--- src/rtl/halt_pkg.sv ---
package halt_pkg;

  typedef enum logic [1:0] {
    ST_RUN  = 2'd0,
    ST_PARK = 2'd1,
    ST_HALT = 2'd2
  } halt_st_e;

  typedef enum logic [1:0] {
    WDA_FLAG  = 2'd0,
    WDA_NMI   = 2'd1,
    WDA_RST   = 2'd2,
    WDA_SPARE = 2'd3
  } wdt_act_e;

  localparam int unsigned FIXED_CTL = 6;

endpackage

--- src/rtl/halt_rst_sync.sv ---
module halt_rst_sync #(
  parameter int unsigned STAGES = 2
) (
  input  logic clk,
  input  logic rst_n,
  output logic rst_sync_n
);
  logic [STAGES-1:0] sync_q;

  generate
    if (STAGES == 1) begin : g_one
      always_ff @(posedge clk or negedge rst_n) begin
        if (!rst_n) sync_q <= '0;
        else        sync_q <= 1'b1;
      end
    end else begin : g_chain
      always_ff @(posedge clk or negedge rst_n) begin
        if (!rst_n) sync_q <= '0;
        else        sync_q <= {sync_q[STAGES-2:0], 1'b1};
      end
    end
  endgenerate

  assign rst_sync_n = sync_q[STAGES-1];
endmodule

--- src/rtl/halt_wake_decode.sv ---
module halt_wake_decode
  import halt_pkg::*;
(
  input  logic       nmi_req,
  input  logic       irq_req,
  input  logic       irq_glb_en,
  input  logic       ext_rst_pin_n,
  input  logic       wdt_expire,
  input  logic [1:0] wdt_act,
  input  logic       dbg_rst_cmd,
  output logic       wake_int,
  output logic       wake_rst
);
  wdt_act_e act;
  logic     wdt_nmi;
  logic     wdt_rst;

  always_comb begin
    act     = wdt_act_e'(wdt_act);
    wdt_nmi = 1'b0;
    wdt_rst = 1'b0;
    if (wdt_expire) begin
      unique case (act)
        WDA_NMI: wdt_nmi = 1'b1;
        WDA_RST: wdt_rst = 1'b1;
        default: ;
      endcase
    end
    wake_rst = !ext_rst_pin_n || dbg_rst_cmd || wdt_rst;
    wake_int = nmi_req || (irq_req && irq_glb_en) || wdt_nmi;
  end
endmodule

--- src/rtl/halt_fsm.sv ---
module halt_fsm
  import halt_pkg::*;
(
  input  logic     clk,
  input  logic     rst_n,
  input  logic     halt_req,
  input  logic     wake_int,
  input  logic     wake_rst,
  output halt_st_e state,
  output logic     cap_en,
  output logic     core_rst,
  output logic     resume_vld
);
  halt_st_e st_q, st_d;
  logic     rst_pulse_d, rst_pulse_q;
  logic     res_pulse_d, res_pulse_q;

  always_comb begin
    st_d   = st_q;
    cap_en = 1'b0;
    unique case (st_q)
      ST_RUN: begin
        if (halt_req && !wake_rst) begin
          st_d   = ST_PARK;
          cap_en = 1'b1;
        end
      end
      ST_PARK, ST_HALT: begin
        if (wake_int || wake_rst) st_d = ST_RUN;
        else                      st_d = ST_HALT;
      end
      default: st_d = ST_RUN;
    endcase
    if (wake_rst) st_d = ST_RUN;
    rst_pulse_d = wake_rst;
    res_pulse_d = (st_q != ST_RUN) && wake_int && !wake_rst;
  end

  always_ff @(posedge clk or negedge rst_n) begin
    if (!rst_n) begin
      st_q        <= ST_RUN;
      rst_pulse_q <= 1'b0;
      res_pulse_q <= 1'b0;
    end else begin
      st_q        <= st_d;
      rst_pulse_q <= rst_pulse_d;
      res_pulse_q <= res_pulse_d;
    end
  end

  assign state      = st_q;
  assign core_rst   = rst_pulse_q;
  assign resume_vld = res_pulse_q;
endmodule

--- src/rtl/halt_bus_park.sv ---
module halt_bus_park
  import halt_pkg::*;
#(
  parameter int unsigned ADDR_W = 24,
  parameter int unsigned DATA_W = 8,
  parameter int unsigned CTL_W  = 10
) (
  input  logic              clk,
  input  logic              rst_n,
  input  halt_st_e          state,
  input  logic              cap_en,
  input  logic [ADDR_W-1:0] cur_addr,
  input  logic [ADDR_W-1:0] next_pc,
  input  logic [DATA_W-1:0] core_data,
  input  logic              core_data_oe,
  input  logic [CTL_W-1:0]  core_ctl_n,
  output logic              stall,
  output logic [ADDR_W-1:0] addr_out,
  output logic [DATA_W-1:0] data_out,
  output logic              data_oe,
  output logic [CTL_W-1:0]  bus_ctl_n,
  output logic [ADDR_W-1:0] resume_pc
);
  logic              run_cyc;
  logic              addr_en;
  logic [ADDR_W-1:0] addr_hold_q, addr_hold_d;
  logic [ADDR_W-1:0] pc_hold_q, pc_hold_d;

  always_comb begin
    run_cyc     = (state == ST_RUN);
    addr_en     = run_cyc;
    addr_hold_d = addr_en ? cur_addr : addr_hold_q;
    pc_hold_d   = cap_en ? next_pc : pc_hold_q;
  end

  always_ff @(posedge clk or negedge rst_n) begin
    if (!rst_n) begin
      addr_hold_q <= '0;
      pc_hold_q   <= '0;
    end else begin
      addr_hold_q <= addr_hold_d;
      pc_hold_q   <= pc_hold_d;
    end
  end

  always_comb begin
    stall = !run_cyc;
    if (run_cyc) begin
      addr_out  = cur_addr;
      data_out  = core_data;
      data_oe   = core_data_oe;
      bus_ctl_n = core_ctl_n;
    end else begin
      addr_out  = addr_hold_q;
      data_out  = '0;
      data_oe   = 1'b1;
      bus_ctl_n = '1;
    end
  end

  assign resume_pc = pc_hold_q;
endmodule

--- src/rtl/halt_bus_ctrl.sv ---
module halt_bus_ctrl
  import halt_pkg::*;
#(
  parameter int unsigned ADDR_W    = 24,
  parameter int unsigned DATA_W    = 8,
  parameter int unsigned CS_W      = 4,
  parameter int unsigned RST_SYNC  = 2,
  localparam int unsigned CTL_W    = CS_W + FIXED_CTL
) (
  input  logic              clk,
  input  logic              rst_n,
  input  logic              halt_req,
  input  logic [ADDR_W-1:0] cur_addr,
  input  logic [ADDR_W-1:0] next_pc,
  input  logic [DATA_W-1:0] core_data,
  input  logic              core_data_oe,
  input  logic [CTL_W-1:0]  core_ctl_n,
  input  logic              nmi_req,
  input  logic              irq_req,
  input  logic              irq_glb_en,
  input  logic              ext_rst_pin_n,
  input  logic              wdt_expire,
  input  logic [1:0]        wdt_act,
  input  logic              dbg_rst_cmd,
  output logic              core_stall,
  output logic              core_rst,
  output logic              resume_vld,
  output logic [ADDR_W-1:0] resume_pc,
  output logic [ADDR_W-1:0] addr_out,
  output logic [DATA_W-1:0] data_out,
  output logic              data_oe,
  output logic [CTL_W-1:0]  bus_ctl_n
);
  logic     rst_sync_n;
  logic     wake_int;
  logic     wake_rst;
  logic     cap_en;
  halt_st_e state;

  halt_rst_sync #(.STAGES(RST_SYNC)) u_rst_sync (
    .clk        (clk),
    .rst_n      (rst_n),
    .rst_sync_n (rst_sync_n)
  );

  halt_wake_decode u_wake (
    .nmi_req       (nmi_req),
    .irq_req       (irq_req),
    .irq_glb_en    (irq_glb_en),
    .ext_rst_pin_n (ext_rst_pin_n),
    .wdt_expire    (wdt_expire),
    .wdt_act       (wdt_act),
    .dbg_rst_cmd   (dbg_rst_cmd),
    .wake_int      (wake_int),
    .wake_rst      (wake_rst)
  );

  halt_fsm u_fsm (
    .clk        (clk),
    .rst_n      (rst_sync_n),
    .halt_req   (halt_req),
    .wake_int   (wake_int),
    .wake_rst   (wake_rst),
    .state      (state),
    .cap_en     (cap_en),
    .core_rst   (core_rst),
    .resume_vld (resume_vld)
  );

  halt_bus_park #(
    .ADDR_W (ADDR_W),
    .DATA_W (DATA_W),
    .CTL_W  (CTL_W)
  ) u_park (
    .clk          (clk),
    .rst_n        (rst_sync_n),
    .state        (state),
    .cap_en       (cap_en),
    .cur_addr     (cur_addr),
    .next_pc      (next_pc),
    .core_data    (core_data),
    .core_data_oe (core_data_oe),
    .core_ctl_n   (core_ctl_n),
    .stall        (core_stall),
    .addr_out     (addr_out),
    .data_out     (data_out),
    .data_oe      (data_oe),
    .bus_ctl_n    (bus_ctl_n),
    .resume_pc    (resume_pc)
  );
endmodule

--- config.mk ---
export PLATFORM = sky130hd
export DESIGN_NAME = halt_bus_ctrl
export DESIGN_NICKNAME = d
export VERILOG_FILES = /design/src/rtl/halt_pkg.sv /design/src/rtl/halt_rst_sync.sv /design/src/rtl/halt_wake_decode.sv /design/src/rtl/halt_fsm.sv /design/src/rtl/halt_bus_park.sv /design/src/rtl/halt_bus_ctrl.sv
export SDC_FILE = /design/constraint.sdc
export NUM_CORES = 1
export LEC_CHECK = 0
export BUFFER_PORTS_ARGS = -buffer_cell sky130_fd_sc_hd__buf_2
export CORE_MARGIN = 3
export CORE_UTILIZATION = 45
export DETAILED_ROUTE_END_ITERATION = 10
export PLACE_DENSITY = 0.93
export SYNTH_ARGS = -nofsm -noshare
export SYNTH_HDL_FRONTEND = slang
export SYNTH_HIERARCHICAL = 1
export SYNTH_SLANG_ARGS = --single-unit
--- constraint.sdc ---
create_clock -name clk -period 4.1 [get_ports clk]
set_input_delay 0.82 -clock clk [delete_from_list [all_inputs] [get_ports clk]]
set_output_delay 0.82 -clock clk [all_outputs]
set_load 0.01 [all_outputs]
==> results.rst, run 1 <==
.. list-table::
   :header-rows: 1

   * - Metric
     - Value
   * - Total Power Consumption
     - 0.00127 W
   * - Proportion of synthesized area in mux cells
     - 24.3%
   * - Cts bufs inserted
     - 5
   * - Delay contributed by the slowest stage of the critical path
     - 0.70 ns
   * - CTS sink count
     - 54
   * - Final setup violation count
     - 0
   * - Sw Share
     - 25.7%
   * - Die W
     - 76.6 um
   * - NetSw
     - 0.000326 W
   * - Post-route minimum period
     - 2.94 ns
   * - Logic pwr share
     - 22.1%
   * - Area of the core
     - 4750 um2
   * - Clock transition time at the flip-flop clock pins of the worst setup and hold paths
     - 0.09 ns
   * - Count of cell instances traversed by the critical path
     - 3
   * - Clk_skew
     - 0.00488 ns
   * - Maximum number of pins on one net before global-route repair
     - 53
   * - Total Neg Setup Slack
     - 0 ns
   * - Critical-path top delay cell
     - sky130_fd_sc_hd__nor2_4
   * - Clock tree from TritonCTS
     - yes
   * - Clock root buffer master
     - sky130_fd_sc_hd__clkbuf_8
   * - Class of the most critical setup path
     - register to output pin
   * - Initial antenna violation count
     - 0
   * - Worst reg-to-reg path cell count
     - 4
   * - Hold buffers post-CTS
     - 0
   * - Y dimension of the die
     - 76.6 um
   * - Post-detailed-route wirelength per cell
     - 13.8 um
   * - Arrival time worst endpoint
     - 2.12 ns
   * - Number of global-route vias before repair
     - 1741
   * - Synth top area share
     - 60.3%
   * - Worst setup slack for register-to-register paths
     - 2.14 ns
   * - Final #Nets
     - 376
   * - Drt via density
     - 4.62
   * - Maximum fanout encountered on the critical timing path
     - 33
   * - Fraction of power consumed by sequential logic
     - 51.1%
   * - Portion of total power attributed to the clock network
     - 26.8%
   * - Global routing usage summed across all routing layers
     - 17.7%
   * - Max-cap violations
     - 0
   * - Cell class contributing the biggest share of worst-path delay
     - simple AND/OR/NAND/NOR gates
   * - Post-cts gate resize count
     - 0
   * - Power per Cell Area
     - 410 nW/um2
   * - Synth warnings
     - 6
   * - Synthesis-to-finish area growth
     - 37.9%
   * - First-pass GRT wire length
     - 8.21 mm
   * - Startpoint of the worst-slack reg-to-reg timing path
     - u_fsm/state[1]
   * - Top area cells in the synthesized netlist
     - sky130_fd_sc_hd__dfrtp_1, sky130_fd_sc_hd__mux2_2, sky130_fd_sc_hd__or3_1
   * - Period utilization
     - 71.8%
   * - Synthesized area
     - 2240 um2
   * - Final weighted congestion in routability-driven placement
     - 0.668
   * - Highest attainable clock frequency
     - 340 MHz
   * - RSZ-0062 raised after global routing
     - false
   * - Gr ovfl total
     - 0
   * - Number of register bits inferred by synthesis
     - 54
   * - Proportion of layout cells with a drive suffix above 1
     - 69.7%
   * - Number of antenna repair diodes
     - 0
   * - Post-detail-place hpwl
     - 3.94 mm
   * - Count of pins on the block boundary
     - 148
   * - Initial core utilization
     - 47.2%
   * - R2R Path End
     - u_park/resume_pc[23]
   * - Yosys top cell by area
     - sky130_fd_sc_hd__dfrtp_1
   * - Leakage power of the design
     - 1.59 nW
   * - Die area
     - 5870 um2
   * - Buffers on Ports
     - 147
   * - Worst-case headroom to the max-slew limit
     - 27.3%
   * - Maximum ir drop on the vdd rail
     - 231 uV
   * - Wire length after detailed routing
     - 5.01 mm
   * - Number of filler instances in the final layout
     - 376
   * - Clock insertion delay at the later pin of the skew report
     - 0.30 ns
   * - Residual antenna-violating net count after detailed routing
     - 0
   * - Outcome
     - finished, final reports clean
   * - Buffer levels on the longest clock path
     - 2
   * - CP cell instances
     - nor2_4 -> mux2_2 -> buf_2
   * - Number of placement rows
     - 25
   * - Maximum level of the CTS H-tree
     - 2
   * - Detailed-routing iteration count for the pre-antenna-repair pass
     - 4
   * - Sequential fraction of the synthesis area
     - 60.3%
   * - Worst hold-check path type
     - input port to asynchronous set/reset pin
   * - Combined buffer and inverter count along the critical path
     - 1
   * - Distinct cells, synth
     - 26
   * - DRC viols
     - 0
   * - Startpoint Class
     - register
   * - 1st-iter DRT viols
     - 41
   * - Synthesized-area fraction occupied by ao, oa, aoi and oai cells
     - 0.837%
   * - Synthesized netlist cell count
     - 150
   * - Syn Nets
     - 230
   * - Crit end category
     - output pin
   * - Number of endpoints with negative hold slack in the final report
     - 0
   * - Area share of xor/xnor cells in the synthesized design
     - 0%
   * - Post-layout utilization of the core
     - 65.1%
   * - Adder and majority gate portion of the synthesized area
     - 1.12%
   * - Avg Cell Area, Syn
     - 14.9 um2
   * - Transition at the pin with the smallest max-transition slack
     - 1.09 ns
   * - Area fraction in and, or, nand and nor cells after synthesis
     - 9.43%
   * - Dominant combinational cell family by area after synthesis
     - multiplexers
   * - Internal power contribution
     - 0.000942 W
   * - Slew Viols, Final
     - 0
   * - Worst EP required
     - 3.28 ns
   * - Setup fix buffers added after clock tree synthesis
     - 0
   * - Via count
     - 1681
[cell usage in the layout, fill, tap and decap left out]
cell type / count
sky130_fd_sc_hd__nor2_4: 1
sky130_fd_sc_hd__o21ai_1: 1
sky130_fd_sc_hd__or4bb_1: 1
sky130_fd_sc_hd__bufinv_16: 1
sky130_fd_sc_hd__nand3b_1: 1
sky130_fd_sc_hd__mux2_2: 47
sky130_fd_sc_hd__conb_1: 1
sky130_fd_sc_hd__inv_1: 3
sky130_fd_sc_hd__a21oi_1: 1
sky130_fd_sc_hd__clkbuf_8: 5
sky130_fd_sc_hd__mux2_4: 1
sky130_fd_sc_hd__or4b_1: 1
sky130_fd_sc_hd__or3_1: 10
sky130_fd_sc_hd__nand2_1: 2
sky130_fd_sc_hd__buf_2: 147
sky130_fd_sc_hd__nor2b_2: 1
sky130_fd_sc_hd__clkbuf_1: 2
sky130_fd_sc_hd__nor2_1: 1
sky130_fd_sc_hd__ha_1: 2
sky130_fd_sc_hd__or3_2: 1
sky130_fd_sc_hd__nor2b_1: 1
sky130_fd_sc_hd__and3b_2: 1
sky130_fd_sc_hd__dfrtp_1: 53
sky130_fd_sc_hd__nor3b_1: 2
sky130_fd_sc_hd__o21ai_2: 1
sky130_fd_sc_hd__and2_1: 8
sky130_fd_sc_hd__dfrtp_2: 1
[logic make-up (layout without fill, tap and decap cells)]
group                    Yosys count  in the layout
flip-flops                        54             54
multiplexers                      48             48
AND/OR/NAND/NOR                   31             31
buffers and inverters             11            158
AO/OA/AOI/OAI                      3              3
adder cells (fa/ha/maj)            2              2
other                              1              1
[state kept, by name, summed over array words and instances (netlist names)]
name,cells
u_fsm/core_rst,1
u_fsm/resume_vld,1
u_park/addr_hold_q,24
u_fsm/state,2
u_rst_sync/sync_q,2
u_park/resume_pc,24
[power groups by stage]
| stage | clock network [W] | logic [W] | registers, W |
|---|---|---|---|
| 3_5_place_dp | 0 | 0.000284 | 0.000662 |
| 3_3_place_gp | 0 | 0.000275 | 0.000655 |
| 5_1_grt | 0.000373 | 0.000305 | 0.000661 |
| 4_1_cts | 0.000352 | 0.000285 | 0.000651 |
| 6_report | 0.000340 | 0.000280 | 0.000648 |
| 2_1_floorplan | 0 | 0.000123 | 0.000681 |
[worst max-delay path by stage]
stage / from / to
2_1_floorplan: core_ctl_n[6] / bus_ctl_n[6]
3_3_place_gp: u_fsm/state[1] / addr_out[7]
3_5_place_dp: u_fsm/state[1] / addr_out[2]
4_1_cts: u_fsm/state[1] / addr_out[2]
5_1_grt: u_fsm/state[1] / addr_out[20]
6_report: u_fsm/state[1] / addr_out[2]
[Yosys cell counts]
cell type	n
sky130_fd_sc_hd__dfrtp_1	54
sky130_fd_sc_hd__mux2_2	47
sky130_fd_sc_hd__or3_1	10
sky130_fd_sc_hd__and2_1	8
sky130_fd_sc_hd__buf_6	3
sky130_fd_sc_hd__inv_1	3
sky130_fd_sc_hd__buf_8	2
sky130_fd_sc_hd__clkbuf_1	2
sky130_fd_sc_hd__ha_1	2
sky130_fd_sc_hd__nand2_1	2
sky130_fd_sc_hd__nor3b_1	2
sky130_fd_sc_hd__a21oi_1	1
sky130_fd_sc_hd__and3b_2	1
sky130_fd_sc_hd__buf_2	1
sky130_fd_sc_hd__conb_1	1
sky130_fd_sc_hd__mux2_4	1
sky130_fd_sc_hd__nand3b_1	1
sky130_fd_sc_hd__nor2_1	1
sky130_fd_sc_hd__nor2_4	1
sky130_fd_sc_hd__nor2b_1	1
sky130_fd_sc_hd__nor2b_2	1
sky130_fd_sc_hd__o21ai_1	1
sky130_fd_sc_hd__o21ai_2	1
sky130_fd_sc_hd__or3_2	1
sky130_fd_sc_hd__or4b_1	1
sky130_fd_sc_hd__or4bb_1	1
[worst register-to-register path, delay by kind of cell, from the launching register on]
kind / cells / cell delay [ns]
flops: 1 / 0.54
buf+inv: 1 / 0.11
fa+ha+maj: 1 / 0.21
simple gates: 1 / 0.56
mux: 1 / 0.42
[routing by layer]
layer  track usage [%]  wire length (um)
met5                 0                 0
met4              5.62                60
met3              4.61               373
met2              33.1              2660
met1              19.2              1910
[cell type report]
class | count | area, um2 | share of cell area, %
flip-flops and latches | 54 | 1350 | 43.7
multi-input cells | 85 | 803 | 26.0
repair buffers | 147 | 736 | 23.8
well taps | 67 | 83.8 | 2.71
clock buffers | 7 | 76.3 | 2.47
clock inverters | 1 | 30.0 | 0.971
inverters | 3 | 11.3 | 0.364
[through the flow]
step           instance area (um2)  hold WS (ns)  std cells  setup slack (ns)
6_report                      3090         0.285        364              1.16
5_1_grt                       3090         0.273        364              1.01
4_1_cts                       3090         0.275        364              1.16
3_5_place_dp                  2990         0.336        356              1.49
3_3_place_gp                  2990         0.335        356              1.55
2_1_floorplan                 2240         0.331        150              2.02
No activity file was read; power rests on OpenSTA's default activity.
==> inputs of run 2 (changes only) <==
- CORE_UTILIZATION: 45 -> 38
- PLACE_DENSITY: 0.93 -> 0.85
- clock period: 4.1 -> 2.35 ns (I/O delays scaled with it)
==> run 2 against run 1 <==
Critical path depth rose by 1. Worst setup slack got worse by 1.0 ns. Hold slack improved by 0.069 ns. Clock power grew 80%. Register-to-register slack lost 1.7 ns. Routed wire length down 0.30%. First-iteration DRC count is the same. Flip-flop and latch count is the same. Via count increased by 3.2%. Sequential power rose by 74%. Clock skew barely moved. Critical endpoint is now addr_out[5]. Die area grew 17%.
==> results.rst, run 2 (same netlist as run 1, synthesis figures left out) <==
.. list-table::
   :header-rows: 1

   * - Metric
     - Value
   * - Worst setup slack for register-to-register paths
     - 0.40 ns
   * - First-pass GRT wire length
     - 8.32 mm
   * - Cell count after placement
     - 362
   * - Post-layout utilization of the core
     - 55.9%
   * - Most common library cell in the layout ignoring fill and taps
     - sky130_fd_sc_hd__buf_2
   * - Final setup violation count
     - 0
   * - Maximum number of pins on one net before global-route repair
     - 53
   * - Die W
     - 82.8 um
   * - Crit end category
     - output pin
   * - Proportion of layout cells with a drive suffix above 1
     - 70.1%
   * - Setup fix buffers added after clock tree synthesis
     - 0
   * - Transition at the pin with the smallest max-transition slack
     - 1.08 ns
   * - Maximum level of the CTS H-tree
     - 2
   * - Area of the core
     - 5610 um2
   * - Highest attainable clock frequency
     - 453 MHz
   * - Number of placement rows
     - 27
   * - CP cell instances
     - nor2_4 -> buf_12 -> mux2_2 -> buf_2
   * - Period utilization
     - 94.0%
   * - Clk_skew
     - 0.00531 ns
   * - Y dimension of the die
     - 82.8 um
   * - R2R Path End
     - u_park/resume_pc[4]
   * - Number of endpoints with negative hold slack in the final report
     - 0
   * - Initial core utilization
     - 40.0%
   * - Count of pins on the block boundary
     - 148
   * - Max-cap violations
     - 0
   * - Die area
     - 6860 um2
   * - 1st-iter DRT viols
     - 41
   * - Gr ovfl total
     - 0
   * - Buffer levels on the longest clock path
     - 2
   * - Cell class contributing the biggest share of worst-path delay
     - flip-flops
   * - Number of antenna repair diodes
     - 0
   * - Clock transition time at the flip-flop clock pins of the worst setup and hold paths
     - 0.09 ns
   * - Leakage power of the design
     - 1.61 nW
   * - Global routing usage summed across all routing layers
     - 14.6%
   * - Maximum fanout encountered on the critical timing path
     - 33
   * - Critical-path top delay cell
     - sky130_fd_sc_hd__dfrtp_1
   * - Worst-case headroom to the max-slew limit
     - 28.1%
   * - Worst hold-check path type
     - register to register
   * - Class of the most critical setup path
     - register to output pin
   * - Number of cells in the finished layout apart from fillers
     - 370
   * - DRC viols
     - 0
   * - Buffers on Ports
     - 147
   * - Clock root buffer master
     - sky130_fd_sc_hd__clkbuf_8
   * - Post-detail-place hpwl
     - 3.95 mm
   * - Number of filler instances in the final layout
     - 488
   * - Launching instance or port of the critical path
     - u_fsm/state[1]
   * - Power per Cell Area
     - 712 nW/um2
   * - Initial antenna violation count
     - 0
   * - Clock tree from TritonCTS
     - yes
   * - Outcome
     - finished, final reports clean
   * - Combined buffer and inverter count along the critical path
     - 2
   * - Maximum ir drop on the vdd rail
     - 303 uV
   * - Number of global-route vias before repair
     - 1790
   * - Worst setup path end
     - addr_out[5]
   * - Worst reg-to-reg path cell count
     - 4
   * - Arrival time worst endpoint
     - 1.74 ns
   * - Post-detailed-route wirelength per cell
     - 13.5 um
   * - Delay contributed by the slowest stage of the critical path
     - 0.54 ns
   * - RSZ-0062 raised after global routing
     - false
   * - Synthesis-to-finish area growth
     - 39.8%
   * - Via count
     - 1734
   * - Startpoint of the worst-slack reg-to-reg timing path
     - u_fsm/state[0]
   * - Cts bufs inserted
     - 5
   * - CTS sink count
     - 54
   * - Startpoint Class
     - register
   * - Most used cells in the layout excluding fill and tap cells
     - sky130_fd_sc_hd__buf_2, sky130_fd_sc_hd__dfrtp_1, sky130_fd_sc_hd__mux2_2, sky130_fd_sc_hd__or3_1, sky130_fd_sc_hd__and2_1
   * - Drt via density
     - 4.69
   * - Final #Nets
     - 378
   * - Residual antenna-violating net count after detailed routing
     - 0
   * - Detailed-routing iteration count for the pre-antenna-repair pass
     - 4
   * - Post-route minimum period
     - 2.21 ns
   * - Slew Viols, Final
     - 0
   * - Total Neg Setup Slack
     - 0 ns
   * - Final weighted congestion in routability-driven placement
     - 0.712
   * - Count of cell instances traversed by the critical path
     - 4
   * - Wire length after detailed routing
     - 4.99 mm
   * - Worst EP required
     - 1.88 ns
   * - Clock insertion delay at the later pin of the skew report
     - 0.29 ns
-- run 2: cell count changes in the layout (fill, tap and decap cells not counted), sizes merged --
cell,before,now
dlygate4sd3,0,1
buf,147,148
clkbuf,7,6
-- run 2: worst min path at each step --
stage | from | endpoint | slack [ns] | cells past startpoint
global placement | rst_n | u_rst_sync/sync_q[0] | 0.26 | 1
CTS | u_rst_sync/sync_q[0] | u_rst_sync/sync_q[1] | 0.36 | 0
detailed placement | rst_n | u_rst_sync/sync_q[0] | 0.26 | 1
floorplan | rst_n | u_rst_sync/sync_q[0] | 0.17 | 0
global route | u_rst_sync/sync_q[0] | u_rst_sync/sync_q[1] | 0.36 | 0
finish | u_rst_sync/sync_q[0] | u_rst_sync/sync_q[1] | 0.35 | 0
-- run 2: cell type report --
type                       instances  area (um2)  share of cell area (%)
sequential                        54        1350                    43.1
multi-input combinational         85         803                    25.6
clock inverter                     1        30.0                   0.958
inverter                           3        11.3                   0.359
timing repair buffer             149         766                    24.4
clock buffer                       6        82.6                    2.63
tap                               72        90.1                    2.87
-- run 2: layer usage --
layer,GRT usage (%),routed length [um],up-vias
li1,-,-,811
met1,15.8,1880,841
met2,27.1,2660,80
met3,4.56,412,2
met4,4.01,34,0
met5,0,0,-
-- run 2: report_power, final --
part	switching, W	total (W)	internal [W]
combinational	0.000220	0.000491	0.000271
clock	0.000270	0.000611	0.000341
sequential	0.0000726	0.00113	0.00106
-- run 2: metrics by stage --
stage          worst slack, ns  area [um2]  power (W)  hold slack, ns
4_1_cts                  0.109        3140    0.00228           0.356
3_5_place_dp             0.407        3010    0.00165           0.261
3_3_place_gp             0.447        3010    0.00163           0.257
5_1_grt                 0.0284        3140    0.00237           0.361
6_report                 0.142        3140    0.00223           0.355
2_1_floorplan            0.715        2240    0.00140           0.174
-- run 2: repair_timing --
action,CTS,global route
gates resized for setup,0,0
hold endpoints to repair,2,0
hold buffers,1,0
